## src/rtl/secErasePkg.sv

```systemverilog
package secErasePkg;

  // Command opcodes
  localparam logic [7:0] OP_WREN = 8'h06;
  localparam logic [7:0] OP_RDSR = 8'h05;
  localparam logic [7:0] OP_SE   = 8'hD8;

  // Strobes raised by the datapath when a frame closes correctly
  typedef struct packed {
    logic wrenStb;
    logic eraseStb;
  } frameEvt_t;

endpackage

```

## src/rtl/spiFrameDp.sv

```systemverilog
module spiFrameDp
  import secErasePkg::*;
#(
  parameter int NUM_SECT   = 32,
  parameter int SECT_LSB   = 16,
  parameter int FRAME_BITS = 32
) (
  input  logic                        clk,
  input  logic                        rst_n,
  input  logic                        csN,
  input  logic                        sclk,
  input  logic                        mosi,
  input  logic [7:0]                  statusByte,
  output frameEvt_t                   evt,
  output logic [$clog2(NUM_SECT)-1:0] sector,
  output logic                        miso
);

  localparam int SECT_W = $clog2(NUM_SECT);
  localparam int CNT_W  = $clog2(FRAME_BITS + 1) + 1;
  localparam logic [CNT_W-1:0] CNT_SAT   = '1;
  localparam logic [CNT_W-1:0] CNT_FRAME = CNT_W'(FRAME_BITS);
  localparam logic [CNT_W-1:0] CNT_BYTE  = CNT_W'(8);
  localparam logic [CNT_W-1:0] CNT_LAST  = CNT_W'(7);

  // Two-stage synchronisers for the link
  logic [1:0] csSync, sclkSync, mosiSync;
  logic       csPrev, sclkPrev;

  always_ff @(posedge clk or negedge rst_n) begin
    if (!rst_n) begin
      csSync   <= 2'b11;
      sclkSync <= 2'b00;
      mosiSync <= 2'b00;
      csPrev   <= 1'b1;
      sclkPrev <= 1'b0;
    end else begin
      csSync   <= {csSync[0], csN};
      sclkSync <= {sclkSync[0], sclk};
      mosiSync <= {mosiSync[0], mosi};
      csPrev   <= csSync[1];
      sclkPrev <= sclkSync[1];
    end
  end

  logic csS, sclkS, mosiS;
  logic sclkRise, sclkFall, csRise;
  assign csS      = csSync[1];
  assign sclkS    = sclkSync[1];
  assign mosiS    = mosiSync[1];
  assign sclkRise = !csS && sclkS && !sclkPrev;
  assign sclkFall = !csS && !sclkS && sclkPrev;
  assign csRise   = csS && !csPrev;

  // Bit counter and input shifter
  logic [CNT_W-1:0]      bitCnt;
  logic [FRAME_BITS-1:0] shiftIn;
  logic [7:0]            nextByte;
  assign nextByte = {shiftIn[6:0], mosiS};

  always_ff @(posedge clk or negedge rst_n) begin
    if (!rst_n) begin
      bitCnt  <= '0;
      shiftIn <= '0;
    end else if (csS) begin
      bitCnt  <= '0;
    end else if (sclkRise) begin
      shiftIn <= {shiftIn[FRAME_BITS-2:0], mosiS};
      if (bitCnt != CNT_SAT) bitCnt <= bitCnt + 1'b1;
    end
  end

  // Frame-close decode: only an exact bit count counts
  always_comb begin
    evt          = '0;
    evt.wrenStb  = csRise && (bitCnt == CNT_BYTE)  && (shiftIn[7:0] == OP_WREN);
    evt.eraseStb = csRise && (bitCnt == CNT_FRAME) &&
                   (shiftIn[FRAME_BITS-1 -: 8] == OP_SE);
  end
  assign sector = shiftIn[SECT_LSB +: SECT_W];

  logic unusedShiftBits;
  assign unusedShiftBits = ^shiftIn;

  // Status readback shifter
  logic       rdActive;
  logic [7:0] statusShift;
  logic       misoReg;

  always_ff @(posedge clk or negedge rst_n) begin
    if (!rst_n) begin
      rdActive    <= 1'b0;
      statusShift <= '0;
      misoReg     <= 1'b0;
    end else if (csS) begin
      rdActive    <= 1'b0;
      misoReg     <= 1'b0;
    end else if (sclkRise && (bitCnt == CNT_LAST) && (nextByte == OP_RDSR)) begin
      rdActive    <= 1'b1;
      statusShift <= statusByte;
    end else if (sclkFall && rdActive) begin
      misoReg     <= statusShift[7];
      statusShift <= {statusShift[6:0], statusShift[7]};
    end
  end

  assign miso = rdActive & misoReg;

endmodule

```

## src/rtl/eraseCtl.sv

```systemverilog
module eraseCtl
  import secErasePkg::*;
#(
  parameter int NUM_SECT     = 32,
  parameter int ERASE_CYCLES = 50000
) (
  input  logic                        clk,
  input  logic                        rst_n,
  input  frameEvt_t                   evt,
  input  logic [$clog2(NUM_SECT)-1:0] sector,
  input  logic [NUM_SECT-1:0]         hwProt,
  output logic                        eraseReq,
  output logic [$clog2(NUM_SECT)-1:0] eraseSector,
  output logic                        busy,
  output logic [7:0]                  statusByte
);

  localparam int TMR_W = (ERASE_CYCLES > 2) ? $clog2(ERASE_CYCLES) : 1;
  localparam logic [TMR_W-1:0] TMR_LOAD = TMR_W'(ERASE_CYCLES - 1);
  localparam logic [TMR_W-1:0] TMR_ONE  = TMR_W'(1);

  logic             wel, wip;
  logic [TMR_W-1:0] timer;
  logic             accept;

  assign accept = evt.eraseStb && wel && !wip && !hwProt[sector];

  always_ff @(posedge clk or negedge rst_n) begin
    if (!rst_n) begin
      wel         <= 1'b0;
      wip         <= 1'b0;
      timer       <= '0;
      eraseReq    <= 1'b0;
      eraseSector <= '0;
    end else begin
      eraseReq <= 1'b0;
      if (wip) begin
        if (timer == '0) begin
          wip <= 1'b0;
        end else begin
          timer <= timer - 1'b1;
          if (timer == TMR_ONE) wel <= 1'b0;
        end
      end else if (accept) begin
        wip         <= 1'b1;
        timer       <= TMR_LOAD;
        eraseReq    <= 1'b1;
        eraseSector <= sector;
      end else if (evt.wrenStb) begin
        wel <= 1'b1;
      end
    end
  end

  assign busy       = wip;
  assign statusByte = {6'b0, wel, wip};

endmodule

```

## src/rtl/sectorEraseCtl.sv

```systemverilog
module sectorEraseCtl
  import secErasePkg::*;
#(
  parameter int NUM_SECT     = 32,
  parameter int SECT_LSB     = 16,
  parameter int ERASE_CYCLES = 50000
) (
  input  logic                        clk,
  input  logic                        rst_n,
  input  logic                        csN,
  input  logic                        sclk,
  input  logic                        mosi,
  input  logic [NUM_SECT-1:0]         hwProt,
  output logic                        miso,
  output logic                        eraseReq,
  output logic [$clog2(NUM_SECT)-1:0] eraseSector,
  output logic                        busy,
  output logic [7:0]                  statusOut
);

  localparam int SECT_W = $clog2(NUM_SECT);

  frameEvt_t         evt;
  logic [SECT_W-1:0] frameSector;
  logic [7:0]        statusByte;

  spiFrameDp #(
    .NUM_SECT  (NUM_SECT),
    .SECT_LSB  (SECT_LSB),
    .FRAME_BITS(32)
  ) u_dp (
    .clk       (clk),
    .rst_n     (rst_n),
    .csN       (csN),
    .sclk      (sclk),
    .mosi      (mosi),
    .statusByte(statusByte),
    .evt       (evt),
    .sector    (frameSector),
    .miso      (miso)
  );

  eraseCtl #(
    .NUM_SECT    (NUM_SECT),
    .ERASE_CYCLES(ERASE_CYCLES)
  ) u_ctl (
    .clk        (clk),
    .rst_n      (rst_n),
    .evt        (evt),
    .sector     (frameSector),
    .hwProt     (hwProt),
    .eraseReq   (eraseReq),
    .eraseSector(eraseSector),
    .busy       (busy),
    .statusByte (statusByte)
  );

  assign statusOut = statusByte;

endmodule

```

## config.mk

```make
export PLATFORM = sky130hd
export DESIGN_NAME = sectorEraseCtl
export DESIGN_NICKNAME = d
export VERILOG_FILES = /design/src/rtl/secErasePkg.sv /design/src/rtl/spiFrameDp.sv /design/src/rtl/eraseCtl.sv /design/src/rtl/sectorEraseCtl.sv
export SDC_FILE = /design/constraint.sdc
export NUM_CORES = 1
export LEC_CHECK = 0
export BUFFER_PORTS_ARGS = -buffer_cell sky130_fd_sc_hd__buf_2
export CAP_MARGIN = 20
export CORE_MARGIN = 4
export CORE_UTILIZATION = 57
export DETAILED_ROUTE_END_ITERATION = 7
export PLACE_DENSITY = 0.79
export SETUP_SLACK_MARGIN = 0.1
export SLEW_MARGIN = 20
export SYNTH_ARGS = -nofsm -noshare
export SYNTH_HDL_FRONTEND = slang
export SYNTH_SLANG_ARGS = --single-unit
```

## constraint.sdc

```tcl
create_clock -name clk -period 7.3 [get_ports clk]
set_input_delay 0.73 -clock clk [delete_from_list [all_inputs] [get_ports clk]]
set_output_delay 0.73 -clock clk [all_outputs]
set_load 0.02 [all_outputs]
```

==> metrics.txt, run 1 <==
total power=825 µW; wirelength, routed=7.24 mm; CP top delay family=multiplexers; CTS buffer count=9; Initial Util=0.597; part of the power in the clock network=0.351; Worst slew margin=0.348; layout cells sized above 1=0.188; Final HPWL DP=5.10 mm; RePlAce Congestion=0.805; register area share after synthesis=0.523; Clock Tree Buf Depth=2; initial antenna violation count=0; top_reg_cell synth=dfrtp_1; first-pass GRT wire length=12.8 mm; fmax=337 MHz; slowest cell on the critical path=dfrtp_1; Mapped Area=0.00388 mm²; Global Route met2 Usage=0.313; Synth Instances=398; TritonCTS clock tree=yes; CORE AREA=0.00649 mm²; Die Area=0.00819 mm²; overall routing resource usage=0.188; post-CTS sizing=0; # setup viols final=0; Sequential Power Share=0.583; Max-Cap Viols=0; Hold Crit Class=reg2reg; Root Driver=clkbuf_8; Synth Warn #=0; vias in the first global route=2778; crit path buf inv count=0; CP Class=reg2reg; commonest non-fill, non-tap cell in the layout=nand2_1; Sink Count=81; Avg WL per Cell=14.0 µm; Yosys cell types=53; critical path, cell by cell=mux4_2, mux2_2, and3_1, a2111o_1, mux2_4; total gr overflow=0; clock-pin slew on the worst setup and hold paths=0.08 ns; Initial DRC Count=231; Clock Skew=0.0148 ns; Tmin final=2.97 ns; Leak=0.00204 µW; top cells by area, synth=dfrtp_1, nand2_1, xor2_1, mux4_2, mux2i_1; area of the multi-input gates=0.00170 mm²; Avg Vias per Cell=5.52; largest net degree at the start of global routing=82; Setup TNS=0 ns; Port Buf Inserts=46; antenna viol nets, final=0; syn_area_per_cell=9.75 µm²; DIE HEIGHT=90.5 µm; Yosys reg bits=81; Worst Path Max Fanout=20; maximum VDD drop=125 µV; ant diodes=0; fin crit share=0.407; H-tree levels=3; internal power=621 µW; Slew @ Worst Pin=0.970 ns; Gate power share=0.065; CP arrival=3.21 ns; GRT met1 Usage=0.243; status=complete, no violations; Psw=204 µW; final hold viol count=0; # hold bufs at CTS=0; Worst Path Required=7.54 ns; fillers=501; total number of vias=2858; CP Launch Type=flop; DRC Markers=0; number of top-level pins=53; share of the synthesized area in the top cell type=0.503; Clk Latency, worst-skew pair=0.35 ns; Post-synth EDFFs=0; GR peak layer=met2; slowest stage delay, CP=0.77 ns; Storage cell area=0.00203 mm²; row count=29; Slew Viols, Final=0; Synth area leader=dfrtp_1; First-pass DRT Iterations=4; RSZ-0062 raised after global routing=false; PwrDens=192 mW/mm²; Final nets=478; sw frac=0.248; Area Overhead vs Synth=10.5%; met3 GRT Util=0.0392; setup bufs post-CTS=0; chip width=90.5 µm; Final Util=0.660; commonest non-fill, non-tap cells in the layout=nand2_1, dfrtp_1, buf_2; FFs w/ async S/R, synth=1.00; critical path endpoint category=flop
-- cell type report --
cell class                      instances  area share
Clock buffer                           10      0.0321
Clock inverter                          6     0.00963
Inverter                                9     0.00788
Multi-Input combinational cell        287       0.397
Sequential cell                        81       0.473
Tap cell                               77      0.0225
Timing Repair Buffer                   48      0.0578
-- state kept, by name, indices dropped and copies added (netlist names), 2 cells and up --
name and flops:
u_dp.bitCnt 7, u_dp.csSync 2, u_ctl.timer 16, u_ctl.eraseSector 5
u_dp.sclkSync 2, u_dp.mosiSync 2, u_dp.statusShift 8, u_dp.shiftIn 32
-- path summary, 6_finish.rpt --
check | from | to | slack, ns | depth (start not counted)
setup / recovery | u_dp.shiftIn[18]$_DFFE_PN0P_ | u_ctl.eraseSector[0]$_DFFE_PN0P_ | 4.33 | 5
hold / removal | u_dp.mosiSync[0]$_DFF_PN0_ | u_dp.mosiSync[1]$_DFF_PN0_ | 0.35 | 0
setup reg to reg | u_dp.shiftIn[18]$_DFFE_PN0P_ | u_ctl.eraseSector[0]$_DFFE_PN0P_ | 4.33 | 5
hold reg to reg | u_dp.mosiSync[0]$_DFF_PN0_ | u_dp.mosiSync[1]$_DFF_PN0_ | 0.35 | 0
max in group asynchronous | rst_n | u_dp.bitCnt[1]$_DFFE_PN0P_ | 6.15 | 1
min in group asynchronous | rst_n | u_ctl.eraseSector[0]$_DFFE_PN0P_ | 0.53 | 1
-- power by group through the flow --
stage                     Combinational (µW)  Clock [µW]  Sequential (µW)
after floorplan                         34.3           0              485
after global placement                  52.6           0              489
after detailed placement                54.9           0              490
after CTS                               55.1         302              482
after global routing                    63.4         322              484
final                                   53.9         290              481
-- cells by family (layout without fill, tap and decap cells) --
kind of cell / Yosys count / after routing / share of synthesized area
DFF: 81 / 81 / 0.523
xor gates and xnor gates: 16 / 16 / 0.0361
and+or+nand+nor: 198 / 198 / 0.236
muxes: 22 / 22 / 0.0768
adders and majority gates: 5 / 5 / 0.0161
other: 1 / 6 / 0.000967
AOI/OAI and AO/OA: 40 / 40 / 0.0668
buffers and inverters: 35 / 73 / 0.0442
-- layer usage --
| layer | wire (µm) | vias to the layer above |
|---|---|---|
| met2 | 3600 | 45 |
| li1 | - | 1410 |
| met5 | 0 | - |
| met4 | 112 | 0 |
| met3 | 244 | 14 |
| met1 | 3280 | 1389 |
-- metrics by stage --
stage	setup WS, ns	cell area, µm²	std cells	hold WS [ns]
floorplan	4.76	3900	403	0.331
global placement	4.40	4110	502	0.333
detailed placement	4.31	4110	502	0.335
CTS	4.32	4290	518	0.354
global route	4.17	4290	518	0.369
finish	4.33	4290	518	0.352
-- Yosys cell counts (all sizes together), types with 4 or more instances --
cell,count
nor4,7
nand2,121
and2,8
mux2,10
nand3,4
o21ai,16
nor3,8
o211ai,4
ha,5
buf,11
and3,4
nor2,20
clkbuf,15
dfrtp,78
mux2i,8
inv,9
xnor2,5
xor2,11
mux4,4
Note: power is estimated with default switching activity, not from simulation.
==> run 2, diff against run 1 <==
--- a/config.mk
+++ b/config.mk
@@ -5,6 +5,7 @@
 export SDC_FILE = /design/constraint.sdc
 export NUM_CORES = 1
 export LEC_CHECK = 0
+export ABC_AREA = 1
 export BUFFER_PORTS_ARGS = -buffer_cell sky130_fd_sc_hd__buf_2
 export CAP_MARGIN = 20
 export CORE_MARGIN = 4
==> constraint.sdc (replaced) <==
create_clock -name clk -period 2.9 [get_ports clk]
set_input_delay 0.29 -clock clk [delete_from_list [all_inputs] [get_ports clk]]
set_output_delay 0.29 -clock clk [all_outputs]
set_load 0.02 [all_outputs]
==> metrics.txt, run 2 <==
status=complete, no violations; critical path, cell by cell=inv_4, nand2_1, nand2_1, nand2_1, nand3_1, nand3_1, nand2_1, nand2_2, nand3_4, nand2_4, nand2_1, nand2_1; commonest non-fill, non-tap cell in the layout=nand2_1; setup bufs post-CTS=0; Yosys cell types=36; row count=30; Root Driver=clkbuf_8; Final nets=601; worst setup margin=0.745 ns; RR Startpoint=u_dp.shiftIn[16]$_DFFE_PN0P_; DIE HEIGHT=92.6 µm; CP Class=reg2reg; slowest cell on the critical path=dfrtp_1; Worst slew margin=0.351; Clock Tree Buf Depth=2; total number of vias=3371; # hold bufs at CTS=0; fmax=464 MHz; FFs w/ async S/R, synth=1.00; cells on worst reg2reg path=12; CP arrival=2.45 ns; Tmin final=2.15 ns; largest net degree at the start of global routing=82; Global Route met2 Usage=0.329; initial antenna violation count=0; pre-CTS setup slack=0.747 ns; first-pass GRT wire length=14.1 mm; Synth Warn #=0; share of the synthesized area in the top cell type=0.479; Leak=0.00248 µW; CORE AREA=0.00687 mm²; GRT met1 Usage=0.264; Mapped Area=0.00408 mm²; Setup TNS=0 ns; First-pass DRT Iterations=5; top flop regs=u_dp.shiftIn: 32 flops, u_ctl.timer: 16 flops, u_dp.statusShift: 8 flops; PwrDens=484 mW/mm²; GR peak layer=met2; met3 GRT Util=0.0455; Worst Hold Margin=0.0227 ns; Sink Count=81; Largest Register=u_dp.shiftIn; total gr overflow=0; chip width=92.6 µm; Worst Path Max Fanout=27; Worst Path Required=3.19 ns; commonest non-fill, non-tap cells in the layout=nand2_1, dfrtp_1, inv_1; number of top-level pins=53; CP Launch Type=flop; Initial Util=0.594; Slew Viols, Final=0; Post-synth EDFFs=0; Clock Skew=0.0108 ns; most frequent CP cell=nand2_1; fillers=582; critical path endpoint category=flop; Slew @ Worst Pin=0.973 ns; Reg2Reg Setup Slack=0.75 ns; Hold Crit Class=in2reg; DRC Markers=0; RSZ-0062 raised after global routing=false; overall routing resource usage=0.202; Avg Vias per Cell=5.11; post-CTS sizing=0; syn_area_per_cell=7.84 µm²; Area Overhead vs Synth=10.5%; top_reg_cell synth=dfrtp_1; most common cell in the synthesized netlist=nand2_1; Crit. Startpoint=u_dp.shiftIn[16]$_DFFE_PN0P_; fin crit share=0.743; clock-pin slew on the worst setup and hold paths=0.09 ns; maximum VDD drop=374 µV; # setup viols final=0; Die Area=0.00857 mm²; Final HPWL DP=5.41 mm; ant diodes=0; Synth Instances=520; max FFs per register=32; Clk Latency, worst-skew pair=0.36 ns; worst r2r dst=u_ctl.timer[10]$_DFFE_PN0P_; slowest stage delay, CP=0.71 ns; CTS buffer count=9; TritonCTS clock tree=yes; Max-Cap Viols=0; vias in the first global route=3279; Port Buf Inserts=46; register area share after synthesis=0.498; Post-synth top cells=nand2_1, dfrtp_1, inv_1; Yosys reg bits=81; last element of the critical path=u_ctl.timer[10]$_DFFE_PN0P_; H-tree levels=3; Synth area leader=dfrtp_1; final hold viol count=0; wirelength, routed=7.84 mm; layout cells sized above 1=0.138; top cells by area, synth=dfrtp_1, nand2_1, nand3_1, inv_1, o21ai_0; Initial DRC Count=227; antenna viol nets, final=0; RePlAce Congestion=0.925; Avg WL per Cell=11.9 µm
## run 2: metal layers
layer | share of wire | vias up
met4 | 0.017 | 0
met5 | 0 | -
met2 | 0.48 | 75
met3 | 0.046 | 14
met1 | 0.45 | 1573
li1 | - | 1709
## run 2: power breakdown
group | switching (µW) | total (µW) | internal [µW]
clock network | 427 | 835 | 409
registers | 27.5 | 1200 | 1180
logic | 92.2 | 144 | 51.6
total | 546 | 2180 | 1640
## run 2: how the worst min path moves through the flow
stage,start,to,slack (ns),cells after the start
2_1_floorplan,rst_n,u_ctl.busy$_DFF_PN0_,-0.006,0
3_3_place_gp,u_dp.sclkSync[0]$_DFF_PN0_,u_dp.sclkSync[1]$_DFF_PN0_,0.33,0
3_5_place_dp,u_dp.sclkSync[0]$_DFF_PN0_,u_dp.sclkSync[1]$_DFF_PN0_,0.34,0
4_1_cts,csN,u_dp.csSync[0]$_DFF_PN1_,0.002,1
5_1_grt,csN,u_dp.csSync[0]$_DFF_PN1_,0.002,1
6_report,csN,u_dp.csSync[0]$_DFF_PN1_,0.02,1
## run 2: cells by family after synthesis
| logic type | synth area share |
|---|---|
| other | 0.000919 |
| and+or+nand+nor | 0.310 |
| DFF | 0.498 |
| AOI/OAI and AO/OA | 0.0617 |
| xor gates and xnor gates | 0.0172 |
| adders and majority gates | 0.0153 |
| buffers and inverters | 0.0969 |
## run 2: per-stage QoR
step	utilization	cells	cell area, µm²	total power, µW
6_report	0.656	660	4510	2180
5_1_grt	0.656	660	4510	2290
4_1_cts	0.656	660	4510	2210
3_5_place_dp	0.627	644	4310	1370
3_3_place_gp	0.627	644	4310	1370
2_1_floorplan	-	525	4100	1310
## run 2: worst max-delay path: cells and delay by family (launching register included)
kind | cells | cell delay, ns
flip-flops | 1 | 0.71
buffers and inverters | 1 | 0.18
AND/OR/NAND/NOR | 11 | 1.21
## run 2: final cells by class
cell class	count	area, µm²	share of cell area
Multi-Input combinational cell	357	1670	0.371
Clock inverter	6	73.8	0.0164
Sequential cell	81	2030	0.451
Timing Repair Buffer	48	248	0.0550
Inverter	62	235	0.0522
Clock buffer	10	128	0.0283
Tap cell	96	120	0.0267
==> run 3, diff against run 2 <==
==> constraint.sdc (replaced) <==
create_clock -name clk -period 2 [get_ports clk]
set_input_delay 0.2 -clock clk [delete_from_list [all_inputs] [get_ports clk]]
set_output_delay 0.2 -clock clk [all_outputs]
set_load 0.02 [all_outputs]
==> metrics.txt, run 3 (same netlist as run 2, synthesis figures left out) <==
layout cells sized above 1=0.158; total gr overflow=0; Global Route met2 Usage=0.344; RSZ-0062 raised after global routing=true; antenna viol nets, final=0; Port Buf Inserts=46; internal power=2500 µW; wirelength, routed=8.27 mm; commonest non-fill, non-tap cell in the layout=nand2_1; CORE AREA=0.00687 mm²; Final HPWL DP=5.77 mm; chip width=92.6 µm; ant diodes=0; worst setup margin=0.205 ns; Max-Cap Viols=0; overall routing resource usage=0.202; CP arrival=2.05 ns; number of top-level pins=53; First-pass DRT Iterations=5; Worst Hold Path Cells=0; Final nets=619; status=complete, no violations; Avg Vias per Cell=5.13; first-pass GRT wire length=14.0 mm; Psw=738 µW; fin crit share=0.897; final hold viol count=0; Clock Tree Buf Depth=2; Setup TNS=0 ns; Avg WL per Cell=12.2 µm; DRC Markers=0; RePlAce Congestion=0.900; Gate power share=0.070; DIE HEIGHT=92.6 µm; top flop regs=u_dp.shiftIn: 32 flops, u_ctl.timer: 16 flops, u_dp.statusShift: 8 flops; GRT met1 Usage=0.250; largest net degree at the start of global routing=45; Leak=0.00257 µW; vias in the first global route=3236; Die Area=0.00857 mm²; pre-CTS setup slack=0.101 ns; Root Driver=clkbuf_8; max FFs per register=32; Initial DRC Count=183; sw frac=0.228; Worst slew margin=0.584; fmax=557 MHz; critical path endpoint category=flop; Worst Path Max Fanout=5; GR peak layer=met2; initial antenna violation count=0; CP Class=reg2reg; Area Overhead vs Synth=15.2%; CTS buffer count=9; Largest Register=u_dp.shiftIn; Slew Viols, Final=0; Worst Path Required=2.25 ns; met3 GRT Util=0.0520; TritonCTS clock tree=yes; part of the power in the clock network=0.391; cells on worst reg2reg path=8; Sequential Power Share=0.539; Tmin final=1.79 ns; # setup viols final=0; commonest non-fill, non-tap cells in the layout=nand2_1, dfrtp_1, inv_1; Initial Util=0.594; clock-pin slew on the worst setup and hold paths=0.08 ns; Clk Latency, worst-skew pair=0.35 ns; Clock Skew=0.00925 ns; H-tree levels=3; Sink Count=81; Hold Crit Class=reg2reg; Slew @ Worst Pin=0.624 ns; row count=30; total number of vias=3481; CP Launch Type=flop; PwrDens=690 mW/mm²; maximum VDD drop=522 µV
-- run 3: cell types whose count changed in the layout (fill, tap and decap cells not counted), sizes merged --
cell         previous run  this run
buf                    48        62
clkbuf                 10        13
dlygate4sd3             0         4
bufinv                  1         2
inv                    62        60
clkinv                  5         3
-- run 3: repair_timing --
item	in CTS	in global routing
setup endpoints to repair	5	22
gates resized for setup	1	3
pin swaps	0	0
cloned	0	0
setup buffers	0	4
hold endpoints to repair	42	0
hold buffers	4	0
-- run 3: final timing paths --
kind,startpoint,to,slack [ns]
worst min-delay path,u_dp.sclkSync[0]$_DFF_PN0_,u_dp.sclkSync[1]$_DFF_PN0_,0.35
worst max-delay path,u_dp.bitCnt[0]$_DFFE_PN0P_,u_dp.bitCnt[5]$_DFFE_PN0P_,0.21
max in group asynchronous,rst_n,u_ctl.timer[4]$_DFFE_PN0P_,1.02
worst min register to register,u_dp.sclkSync[0]$_DFF_PN0_,u_dp.sclkSync[1]$_DFF_PN0_,0.35
worst max register to register,u_dp.bitCnt[0]$_DFFE_PN0P_,u_dp.bitCnt[5]$_DFFE_PN0P_,0.21
min in group asynchronous,rst_n,u_ctl.eraseSector[1]$_DFFE_PN0P_,0.38
-- run 3: metrics by stage --
step / power [µW] / std cells / hold WS (ns) / instance area (µm²) / utilization
2_1_floorplan: 1900 / 525 / -0.0956 / 4100 / -
3_3_place_gp: 1990 / 654 / 0.230 / 4390 / 0.640
3_5_place_dp: 2000 / 654 / 0.229 / 4390 / 0.640
4_1_cts: 3280 / 674 / 0.353 / 4640 / 0.676
5_1_grt: 3380 / 678 / 0.364 / 4700 / 0.684
6_report: 3240 / 678 / 0.349 / 4700 / 0.684
-- run 3: metal layers --
metal,vias up,share of wire
met3,13,0.050
met5,-,0
met2,96,0.52
met4,0,0.014
li1,1740,-
met1,1632,0.42
-- run 3: worst max-delay path, stage by stage, from the launching register on --
cell and delay [ns]:
dfrtp_1 0.43, ha_1 0.24, nand2_1 0.14, inv_1 0.09
nand3_1 0.11, nand2_1 0.12, nor2_1 0.23, nand3_1 0.10
a221oi_1 0.25
-- run 3: area by class of cell --
| type | instances | area [µm²] |
|---|---|---|
| Sequential cell | 81 | 2030 |
| Multi-Input combinational cell | 357 | 1680 |
| Tap cell | 96 | 120 |
| Inverter | 62 | 235 |
| Clock inverter | 3 | 68.8 |
| Fill cell | 563 | 2170 |
| Timing Repair Buffer | 66 | 418 |
| Clock buffer | 13 | 139 |
-- run 3: power by group through the flow --
| stage | Combinational, µW | Clock [µW] | Sequential, µW |
|---|---|---|---|
| after floorplan | 132 | 0 | 1770 |
| final | 225 | 1270 | 1750 |
| after global routing | 260 | 1360 | 1750 |
| after CTS | 227 | 1310 | 1750 |
| after detailed placement | 219 | 0 | 1780 |
| after global placement | 213 | 0 | 1780 |
